`config.mk`:
```
export PLATFORM = sky130hd
export DESIGN_NAME = wdog_steer
export DESIGN_NICKNAME = d
export VERILOG_FILES = /design/src/rtl/wdog_steer_pkg.sv /design/src/rtl/wdog_period_decode.sv /design/src/rtl/wdog_countdown.sv /design/src/rtl/wdog_steer.sv
export SDC_FILE = /design/constraint.sdc
export NUM_CORES = 1
export LEC_CHECK = 0
export BUFFER_PORTS_ARGS = -buffer_cell sky130_fd_sc_hd__buf_2
export CAP_MARGIN = 5
export CORE_ASPECT_RATIO = 0.7
export CORE_MARGIN = 4
export CORE_UTILIZATION = 27
export DETAILED_ROUTE_END_ITERATION = 16
export GPL_ROUTABILITY_DRIVEN = 0
export PLACE_DENSITY = 0.55
export SLEW_MARGIN = 30
export SYNTH_ARGS = -nofsm -noshare
export SYNTH_HDL_FRONTEND = slang
export SYNTH_HIERARCHICAL = 1
export SYNTH_SLANG_ARGS = --single-unit
```
`constraint.sdc`:
```
create_clock -name clk -period 2.28 [get_ports clk]
set_clock_uncertainty 0.2 [all_clocks]
set_input_delay 0.456 -clock clk [delete_from_list [all_inputs] [get_ports clk]]
set_output_delay 0.456 -clock clk [all_outputs]
set_load 0.1 [all_outputs]
```
`src/rtl/wdog_steer_pkg.sv`:
```
package wdog_steer_pkg;
    localparam int ADDR_W    = 2;
    localparam int DATA_W    = 8;
    localparam int MULT_W    = 5;
    localparam int RES_W     = 2;
    localparam int MULT_LSB  = RES_W;
    localparam int STEER_BIT = 7;
    localparam int FLAG_BIT  = 7;
    localparam int AUX_BIT   = 6;

    typedef enum logic [ADDR_W-1:0] {
        REG_FLAGS = 2'd0,
        REG_CTRL  = 2'd1,
        REG_AUX   = 2'd2,
        REG_NONE  = 2'd3
    } reg_sel_e;

    typedef struct packed {
        logic [DATA_W-1:0] ctrl;
        logic              flag;
        logic [DATA_W-1:0] aux;
        logic              rst_req;
        logic              irq;
    } wdog_state_t;
endpackage

```
`src/rtl/wdog_period_decode.sv`:
```
module wdog_period_decode #(
    parameter int MULT_W = 5,
    parameter int RES_W  = 2,
    parameter int CNT_W  = 11
) (
    input  logic [MULT_W-1:0] mult,
    input  logic [RES_W-1:0]  res,
    output logic [CNT_W-1:0]  period
);
    localparam int SH_W = RES_W + 1;

    logic [SH_W-1:0] shamt;

    always_comb begin
        shamt  = {res, 1'b0};
        period = CNT_W'(mult) << shamt;
    end
endmodule

```
`src/rtl/wdog_countdown.sv`:
```
module wdog_countdown #(
    parameter int CNT_W = 11
) (
    input  logic             clk,
    input  logic             rst_n,
    input  logic             load,
    input  logic [CNT_W-1:0] load_val,
    input  logic             tick,
    output logic             expire
);
    localparam logic [CNT_W-1:0] ONE = CNT_W'(1);

    logic [CNT_W-1:0] cnt_d, cnt_q;

    always_comb begin
        cnt_d  = cnt_q;
        expire = 1'b0;
        if (load) begin
            cnt_d = load_val;
        end else if (tick && cnt_q != '0) begin
            cnt_d  = cnt_q - ONE;
            expire = (cnt_q == ONE);
        end
    end

    always_ff @(posedge clk or negedge rst_n) begin
        if (!rst_n) cnt_q <= '0;
        else        cnt_q <= cnt_d;
    end
endmodule

```
`src/rtl/wdog_steer.sv`:
```
module wdog_steer
    import wdog_steer_pkg::*;
(
    input  logic              clk,
    input  logic              rst_n,
    input  logic              tick_16hz,
    input  logic              bus_wr,
    input  logic              bus_rd,
    input  logic [ADDR_W-1:0] bus_addr,
    input  logic [DATA_W-1:0] bus_wdata,
    output logic [DATA_W-1:0] bus_rdata,
    output logic              rst_req,
    output logic              irq
);
    localparam int CNT_W = MULT_W + 2 * ((1 << RES_W) - 1);

    wdog_state_t       st_d, st_q;
    logic              wr_ctrl, rd_flags, load, expire;
    logic [DATA_W-1:0] ctrl_src;
    logic [CNT_W-1:0]  period;
    logic [DATA_W-1:0] ctrl_q;
    logic              flag_q;

    assign wr_ctrl  = bus_wr && (reg_sel_e'(bus_addr) == REG_CTRL);
    assign rd_flags = bus_rd && (reg_sel_e'(bus_addr) == REG_FLAGS);
    assign load     = wr_ctrl || rd_flags;
    assign ctrl_src = wr_ctrl ? bus_wdata : st_q.ctrl;

    wdog_period_decode #(
        .MULT_W (MULT_W),
        .RES_W  (RES_W),
        .CNT_W  (CNT_W)
    ) u_decode (
        .mult   (ctrl_src[MULT_LSB +: MULT_W]),
        .res    (ctrl_src[RES_W-1:0]),
        .period (period)
    );

    wdog_countdown #(
        .CNT_W (CNT_W)
    ) u_count (
        .clk      (clk),
        .rst_n    (rst_n),
        .load     (load),
        .load_val (period),
        .tick     (tick_16hz),
        .expire   (expire)
    );

    always_comb begin
        st_d         = st_q;
        st_d.rst_req = 1'b0;
        st_d.irq     = 1'b0;
        if (bus_wr) begin
            case (reg_sel_e'(bus_addr))
                REG_CTRL: begin
                    st_d.ctrl = bus_wdata;
                    st_d.flag = 1'b0;
                end
                REG_AUX:  st_d.aux = bus_wdata;
                default:  ;
            endcase
        end
        if (expire) begin
            st_d.flag = 1'b1;
            if (st_q.ctrl[STEER_BIT]) begin
                st_d.ctrl         = '0;
                st_d.aux[AUX_BIT] = 1'b0;
                st_d.rst_req      = 1'b1;
            end else begin
                st_d.irq = 1'b1;
            end
        end
    end

    always_ff @(posedge clk or negedge rst_n) begin
        if (!rst_n) st_q <= '0;
        else        st_q <= st_d;
    end

    always_comb begin
        case (reg_sel_e'(bus_addr))
            REG_FLAGS: bus_rdata = DATA_W'({st_q.flag, FLAG_BIT'(0)});
            REG_CTRL:  bus_rdata = st_q.ctrl;
            REG_AUX:   bus_rdata = st_q.aux;
            default:   bus_rdata = '0;
        endcase
    end

    assign rst_req = st_q.rst_req;
    assign irq     = st_q.irq;
    assign ctrl_q  = st_q.ctrl;
    assign flag_q  = st_q.flag;
endmodule

```
; Yosys cells after proc, flatten, opt, wreduce, memory -nomap -nowiden
; Index checks and enable logic that the tools add are counted.
[op_classes]
n_addsub = 1
eq_ne = 3
shifts = 1
muxes = 16
reduce_logical = 11
[ops]
columns = op, count
row1 = 8-bit one-hot mux with 3 select lines, 1
row2 = 11-bit two-way mux, 2
row3 = 9-bit two-way mux, 2
row4 = 17-bit two-way mux, 1
row5 = 8-bit two-way mux, 2
row6 = 11-bit by 1-bit == test with 1-bit output (second input constant), 1
row7 = 11-bit nonzero test, 1
row8 = 5-bit by 3-bit << shifter with 11-bit output, 1
row9 = 11-bit by 1-bit subtractor with 11-bit output (second input constant), 1
row10 = 7-bit two-way mux, 1
row11 = 1-bit two-way mux, 6
row12 = 2-bit nonzero test, 3
row13 = 2-bit AND reduction, 2
row14 = 1-bit logical AND, 3
row15 = 2-bit by 1-bit == test with 1-bit output (second input constant), 1
row16 = 2-bit == test (second input constant), 1
row17 = 2-bit logical NOT, 1
row18 = 2-bit two-way mux, 1
row19 = 1-bit logical OR, 1
[word_totals]
reg_bits = 30
input_bits = 15
out_inout_bits = 10
wordCells = 39

; Logic depth before layout (Yosys ltp)
; Gate-level depths: netlist (run 1).
[depth]
depth_word = 6
depth_mapped = 8
depth_no_buf = 6

; Cells and area by module
; The synthesis (run 1) kept the hierarchy.
[modules_own_cells]
columns = module, instances, cells_per_inst, area_per_inst_um2, seq_area_each_um2
row1 = wdog_steer, 1, 86, 1059.8, 475.5
row2 = wdog_countdown, 1, 71, 705.7, 275.3
row3 = wdog_period_decode, 1, 19, 135.1, 0.0

; Least setup slack after synthesis (run 1)
; Ideal clock, no wire load.
[synth_timing]
path_kind = input to output
start = input bus_addr[0]
end = output bus_rdata[7]
t_arrival_ps = 2185
t_required_ps = 1624
path_slack_ps = -561
stages = 3
path_buffers = 1
path_cell_list = buf_2 > mux2i_1 > o2bb2ai_1
[synth_via]
elab_chain_len = 2
elab_cells_between_ends = 4
cone_classes = 2 x eq/ne / 1 x mux / 1 x reduce/logical
[synth_rtl]
columns = element, line
row1 = "start, declared", wdog_steer.sv:9  ; input logic [ADDR_W-1:0] bus_addr,
row2 = 2-bit == test (tied with other cells), wdog_steer.sv:82  ; case (reg_sel_e'(bus_addr))
row3 = 8-bit one-hot mux with 3 select lines *, wdog_steer.sv:82
row4 = "end, declared", wdog_steer.sv:11  ; output logic [DATA_W-1:0] bus_rdata,
; Every way passes the cells marked *; elsewhere a longest branch is shown, timed or not.

; Worst setup path in the final report (run 1)
[layout_timing]
start = input bus_addr[1]
end = output bus_rdata[2]
; The elaborated chain is that of the path after synthesis.

==> results of run 1 <==
metrics by stage:
| stage | setup slack (ns) | area [um^2] |
|---|---|---|
| after floorplan | 0.0277 | 1920 |
| after global placement | 0.0758 | 2340 |
| after detailed placement | 0.0415 | 2340 |
| after CTS | 0.0882 | 2420 |
| after global routing | 0.00227 | 2420 |
| final | 0.0854 | 2420 |
power groups by stage:
stage                     logic, mW  registers (mW)  clock network [mW]
after floorplan               0.868           0.817                   0
after global placement         1.20           0.852                   0
after detailed placement       1.22           0.856                   0
after CTS                      1.23           0.847               0.440
after global routing           1.33           0.875               0.475
final                          1.23           0.850               0.420
final cells by class:
type | count | area, um^2
Clock buffer | 6 | 82.6
Fill cell | 693 | 4370
Inverter | 4 | 15.0
Multi-Input combinational cell | 130 | 1090
Sequential cell | 30 | 751
Tap cell | 94 | 118
Timing Repair Buffer | 39 | 365
sequential cells by signal, summed over array words and instances, names as in the netlist:
register	flops
u_count/cnt_q	11
rst_req	1
flag_q	1
irq	1
st_q	8
ctrl_q	8
Yosys cell counts (all sizes together):
| master | instances |
|---|---|
| nor3b | 2 |
| buf | 4 |
| a31oi | 1 |
| and3 | 2 |
| dfrtp | 30 |
| nor2b | 6 |
| ha | 2 |
| o41ai | 1 |
| a21o | 3 |
| xnor2 | 4 |
| a22o | 7 |
| a221o | 1 |
| and2b | 1 |
| a21oi | 5 |
| nand2 | 10 |
| o21ai | 9 |
| and3b | 1 |
| o2bb2ai | 3 |
| a41oi | 1 |
| nand3b | 3 |
| mux2 | 22 |
| a2111o | 2 |
| inv | 4 |
| clkbuf | 8 |
| and4 | 1 |
| or4b | 1 |
| o31ai | 1 |
| a21bo | 3 |
| or4 | 1 |
| a2111oi | 1 |
| or3 | 1 |
| a21boi | 13 |
| nor4 | 5 |
| or2 | 2 |
| mux2i | 9 |
| nor2 | 5 |
| and2 | 1 |
placed cells by master, fill, tap and decap left out, drive strengths merged, types with 2 or more instances in the layout:
cell type,instances
nand3b,3
nor3b,2
a22o,7
mux2,22
o21ai,9
a21oi,5
o2bb2ai,3
dfrtp,30
mux2i,9
ha,2
a21boi,13
and3,2
or2,2
nor2b,6
nor2,5
buf,39
inv,4
a21bo,3
clkbuf,6
a21o,3
xnor2,4
a2111o,2
nor4,5
nand2,10
how the worst max path moves through the flow:
stage / from / endpoint / slack, ns / cells past startpoint
finish: bus_addr[1] / bus_rdata[2] / 0.09 / 5
global route: u_count/cnt_q[0] / u_count/cnt_q[10] / 0.002 / 7
CTS: bus_addr[1] / bus_rdata[2] / 0.09 / 5
detailed placement: bus_addr[0] / ctrl_q[0] / 0.04 / 8
global placement: bus_addr[0] / ctrl_q[3] / 0.08 / 8
floorplan: bus_addr[0] / bus_rdata[7] / 0.03 / 3
routing by layer:
metal  vias to the layer above  track usage
met5                         -            0
met4                         0       0.0479
met3                         8       0.0353
met2                        32        0.165
met1                       715        0.187
li1                        719            -
worst max-delay path, stage by stage:
cell,delay [ns]
buf_2,0.12
buf_4,0.14
and2b_1,0.39
a22o_2,0.25
buf_12,0.18
cell families (layout without fill, tap and decap cells):
logic type	Yosys count	in the layout
mux	31	31
simple gates	42	42
xor+xnor	4	4
flops	30	30
fa+ha+maj	2	2
compound gates	51	51
buf+inv	16	49
==> results.md, run 1 <==
- Status: finished, final reports clean
- TritonCTS Sinks: 30
- Sequential share of power: 0.340
- Fmax achieved: about 460 MHz
- Share of cells above drive strength 1: 0.411
- Cts bufs inserted: 5
- Core area: about 6800 um^2
- Pwr dens: about 1000 nW/um^2
- Crit end category: primary output
- Peak VDD IR: 0.351 mV
- Sum Neg Setup Slack: 0 ns
- Post-synthesis xor/xnor area fraction: 0.0184
- Max-cap check violation count: 0
- NetSw: 1.03 mW
- Main area contributors after synthesis: dfrtp_1 (39%), mux2_2 (13%), a21boi_0 (5.1%)
- Final design utilization: 0.356
- Mapped Nets: a little under 200
- Post-route clock period utilization: 0.963
- Synth Area per Inst: ~11 um^2
- Reg2reg end: ctrl_q[0]
- Largest net degree at the start of global routing: 31
- Top sig layer: met4
- Final hold vios: 0
- Hpwl dp: 3650 um
- Final Power: ~2.5 mW
- Clk pin slew, worst setup/hold paths: 0.06 ns
- Resized cells post-CTS: 0
- Worst skew pair latency: approximately 0.28 ns
- Synth Area in Compound Gates: 0.210
- Least-Margin Pin Slew: 0.703 ns
- Met2 wire length: roughly 1800 um
- Largest area contributor in the netlist: dfrtp_1
- Slew Viols, Final: 0
- N_diodes: 0
- Row cnt: 25
- Post-synthesis mux area share: 0.178
- Area delta synth->final: 27.3%
- Gr usage total: 0.124
- Placed instance count: 297
- Fin cells: 303
- Synth cell types: 42
- Logic pwr share: 0.491
- Startpoint Class: input port
- Routed wire length: a little under 5000 um
- Cts hold-fix bufs: 0
- Adder-cell share of the synthesized area: 0.0132
- Sequential area share after synthesis: 0.395
- Clock Power Share: 0.168
- Detailed Route Iter0 Violations: 49
- Post-CTS Setup Bufs: 0
- Hold Crit Class: input port to async pin
- Wire per inst: 15.9 um
- Gr ovfl total: 0
- Wl on met1: between 2000 and 3000 um
- Switch share: 0.411
- Crit Path Category: input port to primary output
- Vias in the first global route: 1491
- CTS Buffer Depth: 2
- Flop-to-flop setup slack: 0.21 ns
- RSZ-0062 raised after global routing: false
- Die area: 8470 um^2
- Final Net Count: 227
- Pint: around 1.5 mW
- Depth of the CTS H-tree: 2
- Yosys warnings: 6
- DR pass1 iterations: 4
- Initial Util: 0.280
- Initial antenna violation count: 0
- Total vias in the final route: 1474
- Post-Synthesis Cells: 176
- Max FO, Critical Path: 7
- Final worst path period need: roughly 2.2 ns
- Reg2Reg Depth: 7
- Vias/cell: ~5
- Leakage Power: 1.05 nW
- DR DRC count: 0
- Die Span Y: 78.2 um
- Met3 WL: 268 um
- Post-Syn Area: 1900 um^2
- Post-Synth Simple-Gate Area: 0.145
- Final setup vio count: 0
- Horiz. Die Dim: 108 um
- Max transition margin: 0.531
- CTS tree: done
- Worst Path Arrival: 1.54 ns
- Top-area cell type share of the netlist area: 0.395
- First-pass GRT wire length: around 7900 um
- # IOs: 25
- RR Startpoint: u_count/cnt_q[0]
- IO Port Bufs: 24
- Largest family of logic cells by synthesized area: compound AO/OA/AOI/OAI gates
- Required time worst endpoint: 1.62 ns
- Hold WS: 0.0212 ns
- DRT antenna net count: 0
- Synthesized flop and latch total: 30
- CTS Root Cell: clkbuf_8
Note: power is estimated with default switching activity, not from simulation.
==> run 2: changes to the inputs <==
- PLACE_DENSITY: 0.55 -> 0.53
- clock period: 2.28 -> 2.38 ns (I/O delays scaled with it)
==> results.md, run 2 (synthesis gave the netlist of run 1 again) <==
- Status: finished, final reports clean
- Worst Path Arrival: 1.53 ns (about the same)
- Die area: 8470 um^2 (unchanged)
- TritonCTS Sinks: 30 (unchanged)
- Vias/cell: 4.83 (-0.67%)
- Busiest layer in global routing: met1
- Sum Neg Setup Slack: 0 ns (unchanged)
- Peak VDD IR: 0.283 mV (-19%)
- Pwr dens: 1000 nW/um^2 (-3.2%)
- Final setup vio count: 0 (unchanged)
- Crit end category: primary output
- Total vias in the final route: 1469 (-0.34%)
- Startpoint Class: input port
- Depth of the CTS H-tree: 2 (unchanged)
- CTS Buffer Depth: 2 (unchanged)
- Max-cap check violation count: 0 (unchanged)
- Final Net Count: 226 (-0.44%)
- Top reg by flops: u_count/cnt_q
- GR Layer Usage met3: 0.0279 (-0.00740)
- Gr usage total: 0.119 (-0.00502)
- Post-CTS Setup Bufs: 0 (unchanged)
- # IOs: 25 (unchanged)
- Final design utilization: 0.356 (about the same)
- Horiz. Die Dim: 108 um (unchanged)
- Share of cells above drive strength 1: 0.410 (-0.00196)
- First-pass GRT wire length: 7660 um (-3.3%)
- Cts hold-fix bufs: 0 (unchanged)
- Detailed Route Iter0 Violations: 93 (+90%)
- Slew Viols, Final: 0 (unchanged)
- Row cnt: 25 (unchanged)
- Max transition margin: 0.503 (-0.0281)
- Most frequent cells in the layout: dfrtp_1 (30), mux2_2 (22), buf_2 (16)
- RR Startpoint: u_count/cnt_q[0]
- Fin cells: 304 (+0.33%)
- DR pass1 iterations: 4 (unchanged)
- Hold WS: 0.0518 ns (+0.0306 ns)
- Required time worst endpoint: 1.70 ns (+0.08 ns)
- Crit Path Category: input port to primary output
- Gr ovfl total: 0 (unchanged)
- IO Port Bufs: 24 (unchanged)
- Initial Util: 0.280 (unchanged)
- Fmax achieved: around 450 MHz
- Commonest non-fill, non-tap cell in the layout: dfrtp_1
- Hpwl dp: 3510 um (-4.0%)
- Initial antenna violation count: 0 (unchanged)
- Cts bufs inserted: 5 (unchanged)
- Hold Crit Class: input port to async pin
- Clk pin slew, worst setup/hold paths: 0.07 ns (about the same)
- Resized cells post-CTS: 0 (unchanged)
- Final hold vios: 0 (unchanged)
- Max reg flops: 11 (unchanged)
- Area delta synth->final: 27.3% (about the same)
- Routed wire length: 4800 um (-0.50%)
- Leakage Power: 1.06 nW (about the same)
- Worst skew pair latency: 0.28 ns (about the same)
- CTS tree: done
- M1 GR Usage: 0.189 (+0.00212)
- Placed instance count: 296 (-0.34%)
- Post-route clock period utilization: 0.928
- DRT antenna net count: 0 (unchanged)
- Core area: 6790 um^2 (unchanged)
- CTS Root Cell: clkbuf_8
- Vias in the first global route: 1463 (-1.9%)
- Met2 Track Usage GR: 0.155 (-0.00993)
- N_diodes: 0 (unchanged)
- Die Span Y: 78.2 um (unchanged)
- Least-Margin Pin Slew: 0.745 ns (+0.0421 ns)
- Wire per inst: 15.8 um (-0.83%)
- Max FO, Critical Path: 7 (unchanged)
- Fillers: 703 (+1.4%)
- DR DRC count: 0 (unchanged)
- Flop-to-flop setup slack: 0.28 ns (+0.07 ns)
- DP Worst Slack: 0.0630 ns (+0.0215 ns)
- Largest net degree at the start of global routing: 31 (unchanged)
- Final WS setup: 0.171 ns (+0.0852 ns)
- Reg2Reg Depth: 7 (unchanged)
- RSZ-0062 raised after global routing: false
- Final worst path period need: 2.21 ns
- Reg2reg end: u_count/cnt_q[10]
==> run 2: changes by cell type in the layout (fill, tap and decap cells not counted) <==
cell | previous run | this run
clkbuf_1 | 0 | 1
buf_4 | 14 | 13
clkinv_2 | 0 | 1
==> run 2: critical path, cell delays in order <==
cell	delay (ns)
buf_2	0.10
buf_4	0.15
and2b_1	0.38
a22o_2	0.25
buf_12	0.17
==> run 2: per-layer routing <==
metal	vias to the layer above	routed length (um)
met4	0	52
met5	-	0
met2	37	1830
li1	718	-
met1	708	2700
met3	6	219
==> run 2: worst max path at each step <==
stage | start | slack, ns | depth (start not counted) | end
finish | bus_addr[1] | 0.17 | 5 | bus_rdata[2]
global route | bus_addr[1] | 0.12 | 5 | bus_rdata[5]
CTS | bus_addr[1] | 0.16 | 5 | bus_rdata[2]
detailed placement | bus_addr[0] | 0.06 | 8 | ctrl_q[3]
global placement | bus_addr[0] | 0.1 | 7 | u_count/cnt_q[4]
floorplan | bus_addr[0] | 0.09 | 3 | bus_rdata[7]
==> run 2: final cells by class <==
type,count,area (um^2),area share
Sequential cell,30,751,0.310
Clock inverter,1,5.00,0.00207
Multi-Input combinational cell,130,1090,0.449
Inverter,4,15.0,0.00620
Timing Repair Buffer,38,358,0.148
Clock buffer,7,86.3,0.0357
Tap cell,94,118,0.0486
==> run 2: per-stage QoR <==
step / total power, mW / instance area [um^2]
finish: 2.42 / 2420
floorplan: 1.61 / 1920
CTS: 2.44 / 2420
global placement: 1.98 / 2330
detailed placement: 1.99 / 2330
global route: 2.59 / 2420
==> run 2: power by group <==
| part | internal, mW | switching (mW) |
|---|---|---|
| registers | 0.660 | 0.142 |
| clock network | 0.233 | 0.199 |
| logic | 0.529 | 0.658 |
| total | 1.42 | 0.999 |
